===== config.mk =====
export PLATFORM = sky130hd
export DESIGN_NAME = trim_spi_front
export DESIGN_NICKNAME = d
export VERILOG_FILES = /design/src/rtl/trim_spi_pkg.sv /design/src/rtl/trim_sync.sv /design/src/rtl/trim_shifter.sv /design/src/rtl/trim_exec.sv /design/src/rtl/trim_spi_front.sv
export SDC_FILE = /design/constraint.sdc
export NUM_CORES = 1
export LEC_CHECK = 0
export BUFFER_PORTS_ARGS = -buffer_cell sky130_fd_sc_hd__buf_2
export CAP_MARGIN = 10
export CORE_UTILIZATION = 39
export DETAILED_ROUTE_END_ITERATION = 10
export PLACE_DENSITY = 0.66
export SYNTH_ARGS = -nofsm -noshare
export SYNTH_HDL_FRONTEND = slang
export SYNTH_SLANG_ARGS = --single-unit

===== constraint.sdc =====
create_clock -name clk -period 1.95 [get_ports clk]
set_input_delay 0.0975 -clock clk [delete_from_list [all_inputs] [get_ports clk]]
set_output_delay 0.0975 -clock clk [all_outputs]
set_load 0.05 [all_outputs]

===== src/rtl/trim_spi_pkg.sv =====
package trim_spi_pkg;
    localparam int FRAME_W = 24;
    localparam int CMD_W   = 4;
    localparam int ADDR_W  = 4;
    localparam int DATA_W  = FRAME_W - CMD_W - ADDR_W;
    localparam int CNT_W   = $clog2(FRAME_W + 2);

    localparam logic [CNT_W-1:0] CNT_FULL = CNT_W'(FRAME_W);
    localparam logic [CNT_W-1:0] CNT_SAT  = CNT_W'(FRAME_W + 1);

    typedef enum logic [CMD_W-1:0] {
        OP_NOP     = 4'd0,
        OP_WRITE   = 4'd1,
        OP_RD_LIVE = 4'd2,
        OP_RD_NV   = 4'd3,
        OP_STEP_UP = 4'd4,
        OP_STEP_DN = 4'd5,
        OP_SHL     = 4'd6,
        OP_SHR     = 4'd7
    } op_e;

    typedef struct packed {
        logic [CMD_W-1:0]  cmd;
        logic [ADDR_W-1:0] addr;
        logic [DATA_W-1:0] data;
    } frame_t;

    function automatic logic is_step(input logic [CMD_W-1:0] c);
        return (c == OP_STEP_UP) || (c == OP_STEP_DN) || (c == OP_SHL) || (c == OP_SHR);
    endfunction

    function automatic logic is_read(input logic [CMD_W-1:0] c);
        return (c == OP_RD_LIVE) || (c == OP_RD_NV);
    endfunction
endpackage


===== src/rtl/trim_sync.sv =====
module trim_sync #(
    parameter int          W       = 1,
    parameter logic [W-1:0] RST_VAL = '0
) (
    input  logic         clk,
    input  logic         rst,
    input  logic [W-1:0] d,
    output logic [W-1:0] q
);
    logic [W-1:0] meta;

    always_ff @(posedge clk) begin
        if (rst) begin
            meta <= RST_VAL;
            q    <= RST_VAL;
        end else begin
            meta <= d;
            q    <= meta;
        end
    end
endmodule


===== src/rtl/trim_shifter.sv =====
module trim_shifter
    import trim_spi_pkg::*;
(
    input  logic              clk,
    input  logic              rst,
    input  logic              cs_act,
    input  logic              cs_fall,
    input  logic              sck_rise,
    input  logic              mosi,
    input  logic              rb_load,
    input  logic [DATA_W-1:0] rb_data,
    output frame_t            word,
    output logic [CNT_W-1:0]  cnt,
    output logic              msb
);
    logic [FRAME_W-1:0] shreg;

    always_ff @(posedge clk) begin
        if (rst) begin
            shreg <= '0;
            cnt   <= '0;
        end else if (cs_fall) begin
            cnt <= '0;
        end else if (sck_rise && cs_act) begin
            shreg <= {shreg[FRAME_W-2:0], mosi};
            if (cnt != CNT_SAT) cnt <= cnt + 1'b1;
        end else if (rb_load) begin
            shreg[DATA_W-1:0] <= rb_data;
        end
    end

    assign word = frame_t'(shreg);
    assign msb  = shreg[FRAME_W-1];

    // bit count never shrinks inside a frame
    p_cnt_grow_r1: assert property (@(posedge clk) disable iff (rst)
        (cs_act && !cs_fall) |=> (cnt >= $past(cnt)));
endmodule


===== src/rtl/trim_exec.sv =====
module trim_exec
    import trim_spi_pkg::*;
(
    input  logic              clk,
    input  logic              rst,
    input  logic              cs_rise,
    input  logic              busy,
    input  logic [CNT_W-1:0]  cnt,
    input  frame_t            word,
    output logic              exe_valid,
    output logic [CMD_W-1:0]  exe_cmd,
    output logic [ADDR_W-1:0] exe_addr,
    output logic [DATA_W-1:0] exe_data,
    output logic              rb_load
);
    logic              step_vld;
    logic [CMD_W-1:0]  step_cmd;
    logic [ADDR_W-1:0] step_addr;
    logic              rb_arm;

    always_ff @(posedge clk) begin
        if (rst) begin
            exe_valid <= 1'b0;
            exe_cmd   <= '0;
            exe_addr  <= '0;
            exe_data  <= '0;
            step_vld  <= 1'b0;
            step_cmd  <= '0;
            step_addr <= '0;
            rb_arm    <= 1'b0;
            rb_load   <= 1'b0;
        end else begin
            exe_valid <= 1'b0;
            rb_arm    <= exe_valid && is_read(exe_cmd);
            rb_load   <= rb_arm;
            if (cs_rise && !busy) begin
                if (cnt == CNT_FULL) begin
                    exe_valid <= 1'b1;
                    exe_cmd   <= word.cmd;
                    exe_addr  <= word.addr;
                    exe_data  <= word.data;
                    step_vld  <= is_step(word.cmd);
                    step_cmd  <= word.cmd;
                    step_addr <= word.addr;
                end else if (cnt == '0 && step_vld) begin
                    exe_valid <= 1'b1;
                    exe_cmd   <= step_cmd;
                    exe_addr  <= step_addr;
                    exe_data  <= '0;
                end
            end
        end
    end

    // strobe lasts one cycle
    p_one_pulse_r3: assert property (@(posedge clk) disable iff (rst)
        exe_valid |=> !exe_valid);
    // strobe only follows a chip-select rise
    p_after_rise_r3: assert property (@(posedge clk) disable iff (rst)
        exe_valid |-> $past(cs_rise));
    // nothing issued from a busy rise
    p_busy_lock_r8: assert property (@(posedge clk) disable iff (rst)
        exe_valid |-> !$past(busy));
endmodule


===== src/rtl/trim_spi_front.sv =====
module trim_spi_front
    import trim_spi_pkg::*;
(
    input  logic              clk,
    input  logic              rst,
    input  logic              spi_sck,
    input  logic              spi_cs_n,
    input  logic              spi_mosi,
    output logic              sdo_pull,
    input  logic              core_busy,
    input  logic [DATA_W-1:0] rd_word,
    output logic              exe_valid,
    output logic [CMD_W-1:0]  exe_cmd,
    output logic [ADDR_W-1:0] exe_addr,
    output logic [DATA_W-1:0] exe_data
);
    logic [2:0]       pins_q;
    logic             sck_q, cs_n_q, mosi_q;
    logic             sck_d, cs_n_d;
    logic             sck_rise, cs_rise, cs_fall, cs_act;
    frame_t           word;
    logic [CNT_W-1:0] cnt;
    logic             msb;
    logic             rb_load;

    trim_sync #(.W(3), .RST_VAL(3'b010)) u_sync (
        .clk (clk),
        .rst (rst),
        .d   ({spi_sck, spi_cs_n, spi_mosi}),
        .q   (pins_q)
    );
    assign {sck_q, cs_n_q, mosi_q} = pins_q;

    always_ff @(posedge clk) begin
        if (rst) begin
            sck_d  <= 1'b0;
            cs_n_d <= 1'b1;
        end else begin
            sck_d  <= sck_q;
            cs_n_d <= cs_n_q;
        end
    end

    assign sck_rise = sck_q & ~sck_d;
    assign cs_rise  = cs_n_q & ~cs_n_d;
    assign cs_fall  = ~cs_n_q & cs_n_d;
    assign cs_act   = ~cs_n_q;

    trim_shifter u_shift (
        .clk      (clk),
        .rst      (rst),
        .cs_act   (cs_act),
        .cs_fall  (cs_fall),
        .sck_rise (sck_rise),
        .mosi     (mosi_q),
        .rb_load  (rb_load),
        .rb_data  (rd_word),
        .word     (word),
        .cnt      (cnt),
        .msb      (msb)
    );

    trim_exec u_exec (
        .clk       (clk),
        .rst       (rst),
        .cs_rise   (cs_rise),
        .busy      (core_busy),
        .cnt       (cnt),
        .word      (word),
        .exe_valid (exe_valid),
        .exe_cmd   (exe_cmd),
        .exe_addr  (exe_addr),
        .exe_data  (exe_data),
        .rb_load   (rb_load)
    );

    assign sdo_pull = cs_act & ~msb;

    // a strobe only comes from a full or an empty frame
    p_frame_len_r7: assert property (@(posedge clk) disable iff (rst)
        exe_valid |-> ($past(cnt) == CNT_FULL || $past(cnt) == '0));
endmodule


==> impl_metrics.json <==
{
  "p_per_area_nw_per_um2": 810,
  "post-cts-setup-buffer-count": 0,
  "regArea_sq_um": 1460,
  "synth-seq-area-share_pct": 51.5,
  "core_area_sq_um": 6910,
  "slowest_delay_ns": 0.55,
  "grt_start_max_net_pins": 33,
  "slew_headroom_pct": 59.3,
  "areaGrowthSynthToFinish_pct": 20.1,
  "clock_latency_ns": 0.34,
  "cts_hold_buf": 3,
  "cts_tree": "built",
  "clockBufferDepth": 2,
  "critPathMaxFanout": 17,
  "antenna_found_initial": 0,
  "tns_ns": 0,
  "htreeDepth": 3,
  "synth_nets": 324,
  "path_buf_inv": 0,
  "rows": 30,
  "cp_slowest_cell": "a211o_1",
  "synth_ff_type": "dfxtp_1",
  "cts_resized": 0,
  "numCtsBuffers": 9,
  "viasPerCell": 4.85,
  "finalCritPeriodShare_pct": 92.9,
  "first_global_vias": 2064,
  "final_antenna_net_count": 0,
  "layout_commonest_cell": "dfxtp_1",
  "rsz0062_at_grt": "no",
  "route.detailed.drc": 0,
  "clkTransAtPathRegs_ns": 0.08,
  "status": "finished, final reports clean",
  "start_kind": "flip-flop",
  "cts_sinks": 73,
  "endpoint_kind": "flip-flop",
  "grt_util_all_layers_pct": 16.4,
  "wire_per_inst_microns": 12.7,
  "report.final.slew_viol_count": 0,
  "grt_overflow": 0,
  "hp-class": "in2reg",
  "use_met1_pct": 20.4,
  "p_leak_nw": 1.30,
  "syn_area_per_cell_sq_um": 9.48,
  "dp_hpwl_microns": 3720,
  "combPwrFrac_pct": 3.4,
  "cp.arrival_ns": 2.02,
  "max_freq_ghz": 0.552,
  "met3_usage_pct": 6.45,
  "worst_pin_slew_ns": 0.611,
  "final_cell_mix": "dfxtp_1, nor2_1, buf_2, nand2_1, mux2i_1",
  "synth_top_area_cell": "dfxtp_1",
  "irDropWorstVdd_uv": 421,
  "power_switching_mw": 0.594,
  "crit_required_ns": 2.16,
  "drt_pass1_iterations": 4,
  "routed_wl_microns": 5680,
  "io-pin-count": 48,
  "multiInputGateArea_sq_um": 1260,
  "vias": 2171,
  "synth_edf_count": 0,
  "dieArea_sq_um": 7620,
  "cap_violations": 0,
  "layout.nets": 372,
  "synth_top_area_share_pct": 51.5,
  "worstPathCellList": "or3b_4, a211o_1, a22oi_1, nor2_1",
  "ys_types": 31,
  "swShare_pct": 21.5,
  "seq_power_share_pct": 54.6,
  "crit_type": "reg2reg",
  "start_util_pct": 41.1,
  "fin_area_sq_um": 3400,
  "gp_congestion": 0.802,
  "ys_warn_count": 0,
  "fillers": 697,
  "syn_area_sq_um": 2840,
  "drtIter0Drc": 100,
  "die_h_microns": 87.3,
  "top_usage_layer": "met2",
  "setup_violations": 0,
  "internal_power_mw": 2.16,
  "hold_violations": 0,
  "synthCells": 299,
  "layout-drive-gt1-share_pct": 23.3,
  "cts_root_buffer": "clkbuf_8",
  "synthTopCellsByArea": "dfxtp_1, mux2i_1, nor2_1, a211oi_1, nand2_1",
  "dpl_cell_area_sq_um": 3180,
  "grtUsageMet2_pct": 26.0,
  "async_reset_ff_share_pct": 0,
  "finClkSkew_ns": 0.0118,
  "crit_family": "compound AO/OA/AOI/OAI gates",
  "p_clk_share_pct": 42.0,
  "ys_ff_latch": 73,
  "grt_pass1_wl_microns": 9550,
  "die_x_microns": 87.3,
  "placement.io_buffers": 47,
  "fin_crit_ns": 1.81,
  "insertedDiodeCount": 0
}
==> through the flow <==
stage                     total power [mW]  utilization [%]  hold WS, ns  setup slack, ns  std cells
after floorplan                       1.59                -        0.201            0.298        299
after global placement                1.63             46.0        0.284            0.186        429
after detailed placement              1.63             46.0        0.293            0.153        429
after CTS                             2.80             49.3       0.0669            0.141        448
after global routing                  2.86             49.3       0.0889           0.0335        448
final                                 2.76             49.3       0.0862            0.138        448
==> final timing paths <==
check,slack [ns],start,to,cells after the start
max,0.14,u_shift.cnt[3]$_SDFFE_PP0P_,u_exec.exe_data[0]$_SDFFE_PP0P_,4
min,0.09,rd_word[9],u_shift.word[9]$_SDFFE_PP0P_,3
max reg2reg,0.14,u_shift.cnt[3]$_SDFFE_PP0P_,u_exec.exe_data[0]$_SDFFE_PP0P_,4
min reg2reg,0.41,u_sync.meta[1]$_SDFF_PP1_,u_sync.q[1]$_SDFF_PP1_,1
==> worst reg2reg max path, cell delays in order, from the launching register on <==
cell	delay [ns]
dfxtp_1	0.37
or3b_4	0.43
a211o_1	0.55
a22oi_1	0.28
nor2_1	0.05
==> power by group through the flow <==
stage                     clock [mW]  sequential, mW  combinational, mW
after floorplan                    0            1.54             0.0526
final                           1.16            1.51             0.0927
after CTS                       1.20            1.51             0.0933
after global routing            1.25            1.51              0.103
after global placement             0            1.54             0.0878
after detailed placement           0            1.54             0.0886
==> Yosys cell counts (3+ instances only) <==
cell and count:
ha_1 3, nand2b_1 4, a211oi_1 22, nor2b_1 7, dfxtp_1 73, or2_2 4, buf_6 3, buf_2 5
nor2_1 47, mux2i_1 25, nand2_1 36, buf_1 3, clkbuf_1 11, a21oi_1 18, a22oi_1 16
==> routing by layer <==
layer	share of wire, %	up-vias
met4	1.1	0
met2	44	48
met5	0	-
met1	48	990
li1	-	1128
met3	6.1	5
==> cell type report <==
type                            instances  share of cell area [%]
Clock inverter                          5                    1.62
Sequential cell                        73                    42.9
Inverter                                2                   0.221
Tap cell                               96                    3.53
Timing Repair Buffer                   59                    10.5
Multi-Input combinational cell        202                    37.0
Clock buffer                           11                    4.15
==> state kept, by name, indices dropped and copies added (netlist names) <==
name,count
u_shift.cnt,5
u_exec.exe_addr,4
u_exec.step_cmd,4
u_exec.exe_cmd,4
sck_d,1
u_exec.rb_arm,1
cs_n_d,1
u_exec.step_addr,4
u_sync.q,3
u_exec.step_vld,1
u_sync.meta,3
u_shift.word,24
u_exec.exe_valid,1
u_exec.exe_data,16
u_exec.rb_load,1
==> logic make-up after synthesis <==
group	after synthesis	synth area share, %
buf+inv	24	4.19
xor+xnor	3	0.927
compound gates	62	15.6
mux	25	8.83
simple gates	109	17.6
fa+ha+maj	3	1.32
flops	73	51.5
Power figures use the tool's default switching activity.
